`config.mk`:
```
export PLATFORM = sky130hd
export DESIGN_NAME = spi_blk_erase_ctrl
export DESIGN_NICKNAME = d
export VERILOG_FILES = /design/src/rtl/spi_erase_pkg.sv /design/src/rtl/spi_shift_engine.sv /design/src/rtl/erase_seq_ctrl.sv /design/src/rtl/spi_blk_erase_ctrl.sv
export SDC_FILE = /design/constraint.sdc
export NUM_CORES = 1
export LEC_CHECK = 0
export ABC_AREA = 1
export BUFFER_PORTS_ARGS = -buffer_cell sky130_fd_sc_hd__buf_2
export CAP_MARGIN = 20
export CORE_MARGIN = 4
export CORE_UTILIZATION = 55
export DETAILED_ROUTE_END_ITERATION = 8
export PLACE_DENSITY = 0.76
export SETUP_SLACK_MARGIN = 0.4
export SYNTH_ARGS = -nofsm -noshare
export SYNTH_HDL_FRONTEND = slang
export SYNTH_HIERARCHICAL = 1
export SYNTH_SLANG_ARGS = --single-unit
```
`constraint.sdc`:
```
create_clock -name clk -period 3.94 [get_ports clk]
set_input_delay 0.197 -clock clk [delete_from_list [all_inputs] [get_ports clk]]
set_output_delay 0.197 -clock clk [all_outputs]
set_load 0.02 [all_outputs]
```
`src/rtl/spi_erase_pkg.sv`:
```
package spi_erase_pkg;

  typedef enum logic [1:0] {
    ST_IDLE,
    ST_XFER,
    ST_GAP,
    ST_DONE
  } seq_state_t;

  typedef enum logic [1:0] {
    FR_WREN,
    FR_ERASE,
    FR_POLL
  } frame_kind_t;

  localparam logic [7:0] OP_WREN      = 8'h06;
  localparam logic [7:0] OP_RDSR      = 8'h05;
  localparam logic [7:0] OP_ERASE_32K = 8'h52;
  localparam logic [7:0] OP_ERASE_64K = 8'hD8;
  localparam int         BUSY_BIT     = 0;
  localparam int         ADDR_W       = 24;

  // index of the final byte inside each frame kind
  function automatic logic [1:0] frame_last(input frame_kind_t k);
    case (k)
      FR_WREN:  return 2'd0;
      FR_ERASE: return 2'd3;
      default:  return 2'd1;
    endcase
  endfunction

  // byte to shift for a given frame kind and position
  function automatic logic [7:0] frame_byte(input frame_kind_t k, input logic [1:0] idx,
                                            input logic big, input logic [ADDR_W-1:0] addr);
    logic [7:0] b;
    b = 8'h00;
    case (k)
      FR_WREN: b = OP_WREN;
      FR_ERASE: begin
        case (idx)
          2'd0:    b = big ? OP_ERASE_64K : OP_ERASE_32K;
          2'd1:    b = addr[23:16];
          2'd2:    b = addr[15:8];
          default: b = addr[7:0];
        endcase
      end
      default: b = (idx == 2'd0) ? OP_RDSR : 8'h00;
    endcase
    return b;
  endfunction

endpackage

```
`src/rtl/spi_shift_engine.sv`:
```
module spi_shift_engine #(
  parameter int HALF_CYC = 2
) (
  input  logic       clk,
  input  logic       rst_n,
  input  logic       start,
  input  logic [7:0] tx_byte,
  input  logic       miso,
  output logic       sck,
  output logic       mosi,
  output logic       done,
  output logic [7:0] rx_byte
);
  localparam int DIV_W = (HALF_CYC > 1) ? $clog2(HALF_CYC) : 1;
  localparam logic [DIV_W-1:0] DIV_LAST = DIV_W'(HALF_CYC - 1);

  logic             active;
  logic             phase_hi;
  logic [DIV_W-1:0] div_cnt;
  logic [2:0]       bit_cnt;
  logic [7:0]       tx_sh;
  logic [7:0]       rx_sh;

  assign sck     = active & phase_hi;
  assign mosi    = tx_sh[7];
  assign rx_byte = rx_sh;

  always_ff @(posedge clk or negedge rst_n) begin
    if (!rst_n) begin
      active   <= 1'b0;
      phase_hi <= 1'b0;
      div_cnt  <= '0;
      bit_cnt  <= '0;
      tx_sh    <= '0;
      rx_sh    <= '0;
      done     <= 1'b0;
    end else begin
      done <= 1'b0;
      if (start) begin
        active   <= 1'b1;
        phase_hi <= 1'b0;
        div_cnt  <= '0;
        bit_cnt  <= '0;
        tx_sh    <= tx_byte;
      end else if (active) begin
        if (div_cnt == DIV_LAST) begin
          div_cnt <= '0;
          if (!phase_hi) begin
            // rising edge: capture incoming bit
            phase_hi <= 1'b1;
            rx_sh    <= {rx_sh[6:0], miso};
          end else begin
            // falling edge: launch next bit or finish
            phase_hi <= 1'b0;
            if (bit_cnt == 3'd7) begin
              active <= 1'b0;
              done   <= 1'b1;
            end else begin
              bit_cnt <= bit_cnt + 3'd1;
              tx_sh   <= {tx_sh[6:0], 1'b0};
            end
          end
        end else begin
          div_cnt <= div_cnt + 1'b1;
        end
      end
    end
  end

endmodule

```
`src/rtl/erase_seq_ctrl.sv`:
```
module erase_seq_ctrl
  import spi_erase_pkg::*;
#(
  parameter int DESEL_W = 8,
  parameter int POLL_W  = 16
) (
  input  logic               clk,
  input  logic               rst_n,
  input  logic               req_valid,
  output logic               req_ready,
  input  logic               req_big,
  input  logic [ADDR_W-1:0]  req_addr,
  input  logic [DESEL_W-1:0] cfg_desel,
  input  logic [POLL_W-1:0]  cfg_poll_max,
  output logic               done_valid,
  output logic               done_err,
  output logic               cs_n,
  output logic               eng_start,
  output logic [7:0]         eng_tx,
  input  logic               eng_done,
  input  logic [7:0]         eng_rx
);
  seq_state_t         state;
  frame_kind_t        kind;
  logic [1:0]         idx;
  logic [ADDR_W-1:0]  addr_q;
  logic               big_q;
  logic [DESEL_W-1:0] gap_cnt;
  logic [POLL_W-1:0]  poll_cnt;
  logic [POLL_W:0]    poll_next;
  logic [ADDR_W-1:0]  addr_aligned;
  logic               last_byte;

  assign req_ready    = (state == ST_IDLE);
  assign poll_next    = {1'b0, poll_cnt} + 1'b1;
  assign last_byte    = (idx == frame_last(kind));
  assign addr_aligned = req_big ? {req_addr[23:16], 16'h0000}
                                : {req_addr[23:15], 15'h0000};

  always_ff @(posedge clk or negedge rst_n) begin
    if (!rst_n) begin
      state      <= ST_IDLE;
      kind       <= FR_WREN;
      idx        <= '0;
      addr_q     <= '0;
      big_q      <= 1'b0;
      gap_cnt    <= '0;
      poll_cnt   <= '0;
      cs_n       <= 1'b1;
      eng_start  <= 1'b0;
      eng_tx     <= '0;
      done_valid <= 1'b0;
      done_err   <= 1'b0;
    end else begin
      eng_start  <= 1'b0;
      done_valid <= 1'b0;
      done_err   <= 1'b0;
      case (state)
        ST_IDLE: begin
          if (req_valid) begin
            addr_q    <= addr_aligned;
            big_q     <= req_big;
            kind      <= FR_WREN;
            idx       <= '0;
            poll_cnt  <= '0;
            cs_n      <= 1'b0;
            eng_start <= 1'b1;
            eng_tx    <= OP_WREN;
            state     <= ST_XFER;
          end
        end
        ST_XFER: begin
          if (eng_done) begin
            if (!last_byte) begin
              idx       <= idx + 2'd1;
              eng_start <= 1'b1;
              eng_tx    <= frame_byte(kind, idx + 2'd1, big_q, addr_q);
            end else begin
              cs_n <= 1'b1;
              case (kind)
                FR_WREN: begin
                  kind    <= FR_ERASE;
                  gap_cnt <= cfg_desel;
                  state   <= ST_GAP;
                end
                FR_ERASE: begin
                  kind    <= FR_POLL;
                  gap_cnt <= cfg_desel;
                  state   <= ST_GAP;
                end
                default: begin
                  if (!eng_rx[BUSY_BIT]) begin
                    done_valid <= 1'b1;
                    state      <= ST_DONE;
                  end else if (poll_next >= {1'b0, cfg_poll_max}) begin
                    done_valid <= 1'b1;
                    done_err   <= 1'b1;
                    state      <= ST_DONE;
                  end else begin
                    poll_cnt <= poll_next[POLL_W-1:0];
                    gap_cnt  <= cfg_desel;
                    state    <= ST_GAP;
                  end
                end
              endcase
            end
          end
        end
        ST_GAP: begin
          if (gap_cnt <= DESEL_W'(1)) begin
            cs_n      <= 1'b0;
            idx       <= '0;
            eng_start <= 1'b1;
            eng_tx    <= frame_byte(kind, 2'd0, big_q, addr_q);
            state     <= ST_XFER;
          end else begin
            gap_cnt <= gap_cnt - 1'b1;
          end
        end
        default: state <= ST_IDLE;
      endcase
    end
  end

endmodule

```
`src/rtl/spi_blk_erase_ctrl.sv`:
```
module spi_blk_erase_ctrl #(
  parameter int SCK_HALF = 2,
  parameter int DESEL_W  = 8,
  parameter int POLL_W   = 16
) (
  input  logic               clk,
  input  logic               rst_n,
  input  logic               req_valid,
  output logic               req_ready,
  input  logic               req_big,
  input  logic [23:0]        req_addr,
  input  logic [DESEL_W-1:0] cfg_desel,
  input  logic [POLL_W-1:0]  cfg_poll_max,
  output logic               done_valid,
  output logic               done_err,
  output logic               spi_sck,
  output logic               spi_cs_n,
  output logic               spi_mosi,
  input  logic               spi_miso
);
  logic       eng_start;
  logic [7:0] eng_tx;
  logic       eng_done;
  logic [7:0] eng_rx;

  erase_seq_ctrl #(
    .DESEL_W(DESEL_W),
    .POLL_W (POLL_W)
  ) u_seq (
    .clk         (clk),
    .rst_n       (rst_n),
    .req_valid   (req_valid),
    .req_ready   (req_ready),
    .req_big     (req_big),
    .req_addr    (req_addr),
    .cfg_desel   (cfg_desel),
    .cfg_poll_max(cfg_poll_max),
    .done_valid  (done_valid),
    .done_err    (done_err),
    .cs_n        (spi_cs_n),
    .eng_start   (eng_start),
    .eng_tx      (eng_tx),
    .eng_done    (eng_done),
    .eng_rx      (eng_rx)
  );

  spi_shift_engine #(
    .HALF_CYC(SCK_HALF)
  ) u_shift (
    .clk    (clk),
    .rst_n  (rst_n),
    .start  (eng_start),
    .tx_byte(eng_tx),
    .miso   (spi_miso),
    .sck    (spi_sck),
    .mosi   (spi_mosi),
    .done   (eng_done),
    .rx_byte(eng_rx)
  );

endmodule

```
==> summary.md, run 1 <==
The worst setup path is captured at a flip-flop. Clock tree synthesis found a total of 68 sinks. The checks that failed: hold timing. The wire length reported by the detailed router was 9660 microns. Buffers inserted during clock tree synthesis total 9.

The portion of the clock cycle consumed by the worst path in the final layout works out to 0.793. Setup repair after global routing left no endpoint under its margin. The layout has 724 filler cells. The per-cell routed wire length works out to 12.7 microns. The worst register-to-register path has a setup slack of 0.81 ns. The tools report the effective utilization at floorplan as 0.574. The width of the die came out at 98.5 microns. The portion of total power attributed to sequential cells was 0.341; the post-detailed-route via-to-cell ratio was 5.23. The number of antenna cells inserted is 0, and the setup violation total in the final timing report is 0.

The congestion estimate from routability-driven global placement came to 0.885. The worst setup path is launched from a flip-flop. The worst flop-to-flop path endpoint was u_seq/gap_cnt[6]. The post-CTS setup-driven buffer insertion count is 0. TritonCTS built the clock tree. For this run, the number of Yosys warnings is 6. The logs give 218 for the count of routing violations after the opening detailed-route iteration and 0.00970 sq mm for the area of the die.

Summed over all nets, wire length on met3 after detailed routing comes to 394 microns. The mean instance size in the synthesized netlist is 7.31 sq um, and the standard-cell row count is 32. Buffers placed on the I/O ports in this run total 43. After routing, the total negative slack on setup checks comes to 0 ns.

For the global-route usage over all layers, the log shows 0.206. Pin placement for this block handled 59 I/O pins. For this block, wires on met1 add up to 4570 microns.

The number of pins with negative max-slew slack in the final report is 0, and the post-detailed-route DRC marker count is 0. Initial antenna violation count: 0. The tools report the post-detailed-route count of antenna-violating nets as 0. The class of the most critical setup path is flip-flop to flip-flop. The H-tree was split into 3 levels. The wire-length estimate of the detail-placed layout is 6980 microns.

The total count of hold-check failures in the final report is 25. For the part of the power in the clock network, the log shows 0.185. The number of maximum-capacitance constraint violations was 0. The clock tree root driver cell is sky130_fd_sc_hd__clkbuf_8. The arrival time at the worst endpoint is 3.36 ns, and the total met2 wirelength after detailed routing is 4580 microns.

Launch point of the worst reg-to-reg path: u_seq/poll_cnt[0]. The tools report the relative max-transition margin as 0.391. The net switching power is 0.00149 W, and the shortest period the worst path allows is 3.13 ns. Relative to the synthesized area, the layout overhead comes to 10.2%. Before antenna repair, the detailed router went through 5 iterations. The fraction of layout instances using a drive strength above 1 was 0.147.

The leakage power figure is 2.79 nW, and the die boundary height is 98.5 microns. Switching power as a share of total power: 0.467. For the total vias in the final route, the log shows 3993. Utilization of the core after routing: 0.632. For the pin with the worst max-slew slack, the measured transition is 0.913 ns. The tools report the post-synthesis cell count as 616. Across the routed clock network, the largest skew measured is 0.00623 ns. The first global-routing pass estimated 16800 microns of wire. Class of the most critical hold timing path: input pin to async pin. Along the worst path, the maximum fanout reaches 10.

Static timing analysis puts the maximum clock frequency at 320 MHz. For the worst hold-check slack, the log shows -0.0209 ns. For the worst setup path, the data required time is 4.17 ns. Clock-pin slew on the worst setup and hold paths: 0.08 ns. VDD sags by at most 353 uV. The worst register-to-register path has a depth of 17. After global routing the overflow that remains totals 0.

When the netlist entered floorplanning its net count stood at 698. The power per cell area was 644 mW/mm^2. The net count of the finished layout is 738, and the internal power is 0.00170 W. The run finished, with violations left. Entering global routing, the biggest net connects 42 pins. The total area inside the core boundary comes to 0.00785 sq mm.

The cell area after synthesis is 0.00450 sq mm. For the number of global-route vias before repair, the log shows 3782. The clock passes through at most 2 buffers. Uppermost metal layer occupied by signal nets: met4.

The share of total power in combinational logic was 0.474; the source-to-sink clock delay at the later pin of the worst-skew pair was 0.34 ns.
worst max path at each step:
stage          cells after the start  slack, ns            endpoint         startpoint
3_5_place_dp                      18       0.81  u_seq/poll_cnt[15]  u_seq/poll_cnt[0]
5_1_grt                           18       0.49    u_seq/gap_cnt[4]  u_seq/poll_cnt[0]
4_1_cts                           18       0.78   u_seq/poll_cnt[2]  u_seq/poll_cnt[0]
6_report                          17       0.81    u_seq/gap_cnt[6]  u_seq/poll_cnt[0]
3_3_place_gp                      18       0.87    u_seq/gap_cnt[0]  u_seq/poll_cnt[0]
2_1_floorplan                     17       1.27    u_seq/gap_cnt[5]  u_seq/poll_cnt[0]
layout by cell type (no fill, tap or decap), types with 2 or more instances in the layout:
| cell | n |
|---|---|
| sky130_fd_sc_hd__inv_1 | 71 |
| sky130_fd_sc_hd__clkbuf_8 | 10 |
| sky130_fd_sc_hd__nor2_2 | 5 |
| sky130_fd_sc_hd__clkinv_2 | 2 |
| sky130_fd_sc_hd__a31oi_1 | 2 |
| sky130_fd_sc_hd__inv_2 | 4 |
| sky130_fd_sc_hd__a21oi_1 | 20 |
| sky130_fd_sc_hd__nor3b_1 | 2 |
| sky130_fd_sc_hd__nand2_4 | 3 |
| sky130_fd_sc_hd__nand2_1 | 198 |
| sky130_fd_sc_hd__ha_1 | 29 |
| sky130_fd_sc_hd__xnor2_1 | 3 |
| sky130_fd_sc_hd__nor2_1 | 62 |
| sky130_fd_sc_hd__a21o_1 | 2 |
| sky130_fd_sc_hd__mux2_2 | 4 |
| sky130_fd_sc_hd__nand3_1 | 49 |
| sky130_fd_sc_hd__buf_2 | 43 |
| sky130_fd_sc_hd__o21ai_0 | 27 |
| sky130_fd_sc_hd__nand2_2 | 7 |
| sky130_fd_sc_hd__or2_2 | 4 |
| sky130_fd_sc_hd__o21a_1 | 2 |
| sky130_fd_sc_hd__xor2_1 | 9 |
| sky130_fd_sc_hd__dfrtp_1 | 67 |
| sky130_fd_sc_hd__nand4_1 | 8 |
| sky130_fd_sc_hd__nand3_2 | 3 |
| sky130_fd_sc_hd__nor3_1 | 6 |
| sky130_fd_sc_hd__clkinvlp_4 | 2 |
worst max-delay path: stages (launching register included):
cell                      delay, ns
sky130_fd_sc_hd__dfrtp_1       0.42
sky130_fd_sc_hd__ha_1          0.19
sky130_fd_sc_hd__nand2_1       0.10
sky130_fd_sc_hd__nor2_4        0.21
sky130_fd_sc_hd__nand4_1       0.16
sky130_fd_sc_hd__xor2_1        0.20
sky130_fd_sc_hd__inv_1         0.08
sky130_fd_sc_hd__ha_1          0.29
sky130_fd_sc_hd__a21oi_1       0.16
sky130_fd_sc_hd__nand2_1       0.09
sky130_fd_sc_hd__nand2_1       0.08
sky130_fd_sc_hd__inv_1         0.04
sky130_fd_sc_hd__nor2_1        0.22
sky130_fd_sc_hd__nand3_4       0.14
sky130_fd_sc_hd__o21ai_4       0.33
sky130_fd_sc_hd__nand2_4       0.14
sky130_fd_sc_hd__nand2_1       0.09
sky130_fd_sc_hd__nand2_1       0.05
layer usage:
| metal | track usage | vias up |
|---|---|---|
| li1 | - | 2042 |
| met1 | 0.274 | 1861 |
| met2 | 0.342 | 79 |
| met3 | 0.0354 | 11 |
| met4 | 0.0672 | 0 |
| met5 | 0 | - |
layout make-up:
class                   instances  area, sq um  area share
clock buffers                  10          138      0.0277
clock inverters                 6         63.8      0.0129
inverters                      75          282      0.0567
multi-input cells             458         2420       0.489
flip-flops and latches         68         1700       0.343
well taps                     102          128      0.0257
repair buffers                 44          223      0.0449
sequential cells by signal, summed over array words and instances (netlist names):
register	count
u_seq/state	2
u_shift/bit_cnt	3
u_seq/done_valid	1
u_seq/done_err	1
u_shift/tx_sh	8
u_seq/cs_n	1
u_seq/eng_start	1
u_shift/active	1
u_shift/phase_hi	1
u_seq/big_q	1
u_seq/gap_cnt	8
u_seq/poll_cnt	16
u_shift/done	1
u_shift/div_cnt	1
u_seq/addr_q	9
u_seq/idx	2
u_seq/kind	2
u_seq/eng_tx	8
u_shift/rx_byte	1
through the flow:
| stage | instances | area, sq um | hold WS [ns] | power (W) | worst slack (ns) |
|---|---|---|---|---|---|
| 6_report | 763 | 4960 | -0.0209 | 0.00320 | 0.815 |
| 5_1_grt | 763 | 4960 | 0.0525 | 0.00348 | 0.491 |
| 3_3_place_gp | 747 | 4760 | 0.383 | 0.00255 | 0.874 |
| 2_1_floorplan | 616 | 4500 | -0.0986 | 0.00231 | 1.27 |
| 4_1_cts | 763 | 4960 | 0.0228 | 0.00320 | 0.778 |
| 3_5_place_dp | 747 | 4760 | 0.393 | 0.00260 | 0.813 |
power groups by stage:
stage / sequential, W / combinational, W / clock [W]
after floorplan: 0.00106 / 0.00125 / 0
after global placement: 0.00109 / 0.00145 / 0
after detailed placement: 0.00110 / 0.00150 / 0
after CTS: 0.00109 / 0.00151 / 0.000601
after global routing: 0.00112 / 0.00172 / 0.000632
final: 0.00109 / 0.00151 / 0.000592
timing repair:
item | 4_1_cts | 5_1_grt
hold buffers | 0 | 0
resized for setup | 0 | 1
setup endpoints to repair | 0 | 12
Note: power is estimated with default switching activity, not from simulation.
==> inputs of run 2 (changes only) <==
CORE_UTILIZATION = 53   (was 55)
PLACE_DENSITY = 0.77   (was 0.76)
clock period = 2.5 ns   (was 3.94 ns; I/O delays follow)
==> run 2 against run 1 <==
Against the previous run: combinational power is 89% higher; design area is 19% higher; highest routed layer unchanged; maximum frequency is 7.9% higher; critical path type unchanged; global-route usage is 3.0 points higher; sequential share of layout area is 5.4 points lower; clock-buffer cell count is 2 higher; hold slack better by 0.040 ns; routed wire length is 23% higher; the flow finishes with violations (setup timing); clock power is 67% higher; non-clock buffer count is 65 higher; sequential cell count stayed put; total power is 75% higher.
==> summary.md, run 2 (synthesis results as in run 1) <==
Deepest level of the CTS H-tree: 3 (unchanged). The number of pins with negative max-slew slack in the final report is 0 (unchanged). Post-detailed-route DRC marker count: 0 (unchanged). Tracing the worst setup path back leads to its startpoint at u_seq/poll_cnt[1]. The standard-cell row count was 33 (+3.1%); the post-detailed-route via-to-cell ratio was 5.32 (+1.7%). The clock-pin slew on the worst setup and hold paths is 0.09 ns (about the same). The met2 routing resource usage after global routing was 0.404 (+0.0620). The minimum setup slack after placement is -0.390 ns (-1.20 ns), and the switching power as a share of total power is 0.474 (+0.00618). Relative to the synthesized area, the layout overhead comes to 30.9%.

Shortest period the worst path allows: 2.90 ns (-0.228 ns). The overall power of the completed layout came out at 0.00558 W (+75%). The width of the die was 100 microns (+1.7%). The achievable clock frequency came out at 345 MHz (+7.9%). The delay contributed by the slowest stage of the critical path is 0.45 ns (+0.03 ns).

Number of maximum-capacitance constraint violations: 0 (unchanged). The maximum number of pins on one net before global-route repair was 69 (+64%); the net count of the finished layout was 806 (+9.2%). For the number of global-route vias before repair, the log shows 4294 (+14%). The launch point of the worst reg-to-reg path is u_seq/poll_cnt[1]. The logs give 9 (unchanged) for the TritonCTS buffer count and 0 (unchanged) for the number of antenna cells inserted.

For the relative max-transition margin, the log shows 0.689 (+0.298). The wire length reported by the detailed router came out at 11800 microns (+23%). Ranked by flip-flop count, first place goes to u_seq/poll_cnt. The run gives 0.0493 (+0.0140) as the met3 routing resource usage after global routing. Largest driver fanout on the critical path: 8 (-2). The class of the most critical hold timing path is input pin to flip-flop. The first-pass GRT wire length was 19200 microns (+15%); the part of the power in the clock network was 0.177 (-0.008).

In this design, the largest share of critical-path delay is due to simple AND/OR/NAND/NOR gates. The tools report the reg2reg setup slack as -0.40 ns (-1.21 ns). The library cell used most frequently in the layout, excluding fill and tap cells, is sky130_fd_sc_hd__nand2_1. Area of the die: 0.0100 sq mm (+3.5%). Flip-flop count of the largest register after layout: 16 (unchanged). The largest registers in the layout are u_seq/poll_cnt: 16 flops, u_seq/addr_q: 9 flops. The run gives 5 (unchanged) as the number of iterations in the first detailed-routing pass.

Traced cell by cell, the critical path runs through ha_4 -> nand2_4 -> nor2_4 -> buf_6 -> nand2_4 -> or2_4 -> nand2_4 -> ha_4 -> nand2_4 -> nor2_4 -> nand2_2 -> nor2_2 -> buf_4 -> o21ai_2 -> nand3_4 -> nand2_4 -> nand4_4 -> nand2_1 -> nand2_1. The tools report the final standard cell count with taps included and fillers excluded as 834 (+9.3%). The logs give 27 (+27) for the setup violation total in the final timing report and 2 (unchanged) for the deepest clock path buffer count. The maximum resistive drop on vdd was 731 uV (+110%). The tools report the net switching power as 0.00264 W (+77%). The clock tree skew after final layout was 0.0183 ns (+0.0120 ns).

For the data required time at the worst endpoint, the log shows 2.73 ns (-1.44 ns). The post-detailed-route count of antenna-violating nets was 0 (unchanged). STA classifies the critical path endpoint as a flip-flop.

Initial antenna violation count: 0 (unchanged). The tools report the post-DP HPWL as 7800 microns (+12%). The final reports fail on setup timing. Count of port buffers added during placement: 43 (unchanged). TritonCTS built the clock tree. The flow ran to the end, but the final reports show violations. The power per cell area is 947 mW/mm^2 (+47%). The total count of hold-check failures in the final report is 0 (-100%), and the total congestion overflow is 0 (unchanged). The tools report the final-layout fill cell count as 617 (-15%). The share of total power in combinational logic was 0.512 (+0.038); the die boundary height was 100 microns (+1.7%).

The per-cell routed wire length is 14.2 microns (+12%), and the met1 demand-to-capacity share in global routing is 0.302 (+0.0281). The tools report the clock tree root driver cell as sky130_fd_sc_hd__clkbuf_8. Following the worst setup path forward leads to its endpoint at u_seq/poll_cnt[5]. Fraction of layout instances using a drive strength above 1: 0.287 (+0.140). The run gives 0.00294 W (+73%) as the internal power.

The arrival time at the worst endpoint was 3.13 ns (-0.23 ns). Worst flop-to-flop path endpoint: u_seq/poll_cnt[5]. On the critical path, the stage with the largest delay is an instance of sky130_fd_sc_hd__dfrtp_1.

In this design, the critical path's most frequently occurring cell is sky130_fd_sc_hd__nand2_4. The tools report the clock sink count as 68 (unchanged). The core region area came out at 0.00826 sq mm (+5.2%). The run gives 4439 (+11%) as the total vias in the final route. The actual slew at the worst max-slew pin was 0.466 ns (-0.448 ns). The worst setup path is of the flip-flop to flip-flop kind. Number of top-level design ports: 59 (unchanged). STA classifies the critical path startpoint as a flip-flop.

In the layout the commonest cells are sky130_fd_sc_hd__nand2_1, sky130_fd_sc_hd__inv_1, sky130_fd_sc_hd__dfrtp_1. The tools report the setup slack of the critical path after layout as -0.398 ns (-1.21 ns). The count of routing violations after the opening detailed-route iteration came out at 257 (+18%). The length in cells of the worst reg-to-reg path is 19 (+2), and the leakage power figure is 3.20 nW (+14%). The cell count after placement is 794 (+6.3%), and the logic depth of the worst setup path including buffers is 19 (+2). Setup repair after global routing could not meet its margin everywhere. The highest-utilization routing layer at the global route stage is met2.

The run gives 0.545 (-0.0285) as the effective utilization at floorplan. For the portion of total power attributed to sequential cells, the log shows 0.311 (-0.030). The tools report the source-to-sink clock delay at the later pin of the worst-skew pair as 0.36 ns (+0.02 ns).

The portion of the clock cycle consumed by the worst path in the final layout is 1.16 (+0.366), and the global-route usage over all layers is 0.236 (+0.0300). Number of buffer and inverter stages on the critical path: 2 (unchanged). The global placement routability congestion was 0.891 (+0.62%).
-- run 2: cell types whose count changed in the layout (fill, tap and decap cells not counted), sizes merged, moves of 2 or more --
cell,previous run,this run
buf,44,100
dlygate4sd3,0,9
clkinv,3,1
clkbuf,10,12
-- run 2: tightest hold or removal path, stage by stage --
cell and delay, ns:
sky130_fd_sc_hd__buf_2 0.07, sky130_fd_sc_hd__nand2_1 0.04, sky130_fd_sc_hd__o21ai_0 0.08
-- run 2: layer usage --
layer	vias up	part of all wire
met1	2101	0.43
met2	139	0.50
met4	0	0.018
met5	-	0
li1	2177	-
met3	22	0.060
-- run 2: what timing repair did --
| item | 4_1_cts | 5_1_grt |
|---|---|---|
| pin swaps | 16 | 32 |
| gates cloned | 1 | 2 |
| hold endpoints to repair | 75 | 0 |
| endpoints found under the setup margin | 29 | 39 |
| buffers inserted | 6 | 6 |
| hold buffers | 9 | 0 |
| gates resized for setup | 16 | 55 |
-- run 2: stage by stage --
stage	hold slack [ns]	area, sq um	util	setup TNS (ns)
finish	0.0194	5900	0.714	-9.77
global route	0.0161	5900	0.714	-14.11
CTS	0.00109	5580	0.676	-5.50
detailed placement	0.177	5120	0.620	-9.43
global placement	0.171	5120	0.620	-6.85
floorplan	-0.171	4520	-	-0.888
-- run 2: power by group through the flow --
stage,sequential (W),combinational [W],clock (W)
floorplan,0.00167,0.00198,0
global placement,0.00172,0.00241,0
detailed placement,0.00174,0.00251,0
CTS,0.00172,0.00262,0.00102
global route,0.00178,0.00315,0.00107
finish,0.00174,0.00286,0.000988
-- run 2: worst min-delay path by stage --
stage	endpoint	from	slack, ns	cells past startpoint
5_1_grt	u_seq/addr_q[16]	req_addr[16]	0.02	3
2_1_floorplan	u_seq/addr_q[15]	rst_n	-0.17	0
4_1_cts	u_seq/addr_q[16]	req_addr[16]	0.001	3
3_3_place_gp	u_shift/bit_cnt[1]	rst_n	0.17	2
6_report	u_seq/addr_q[16]	req_addr[16]	0.02	3
3_5_place_dp	u_shift/bit_cnt[1]	rst_n	0.18	2
-- run 2: cell type report --
cell class                 instances  area [sq um]  area share
multi-input combinational        461          2800       0.476
sequential                        68          1710       0.289
timing repair buffer             109           753       0.128
inverter                          75           282      0.0478
clock buffer                      12           165      0.0280
tap                              105           131      0.0223
clock inverter                     4          55.1     0.00934
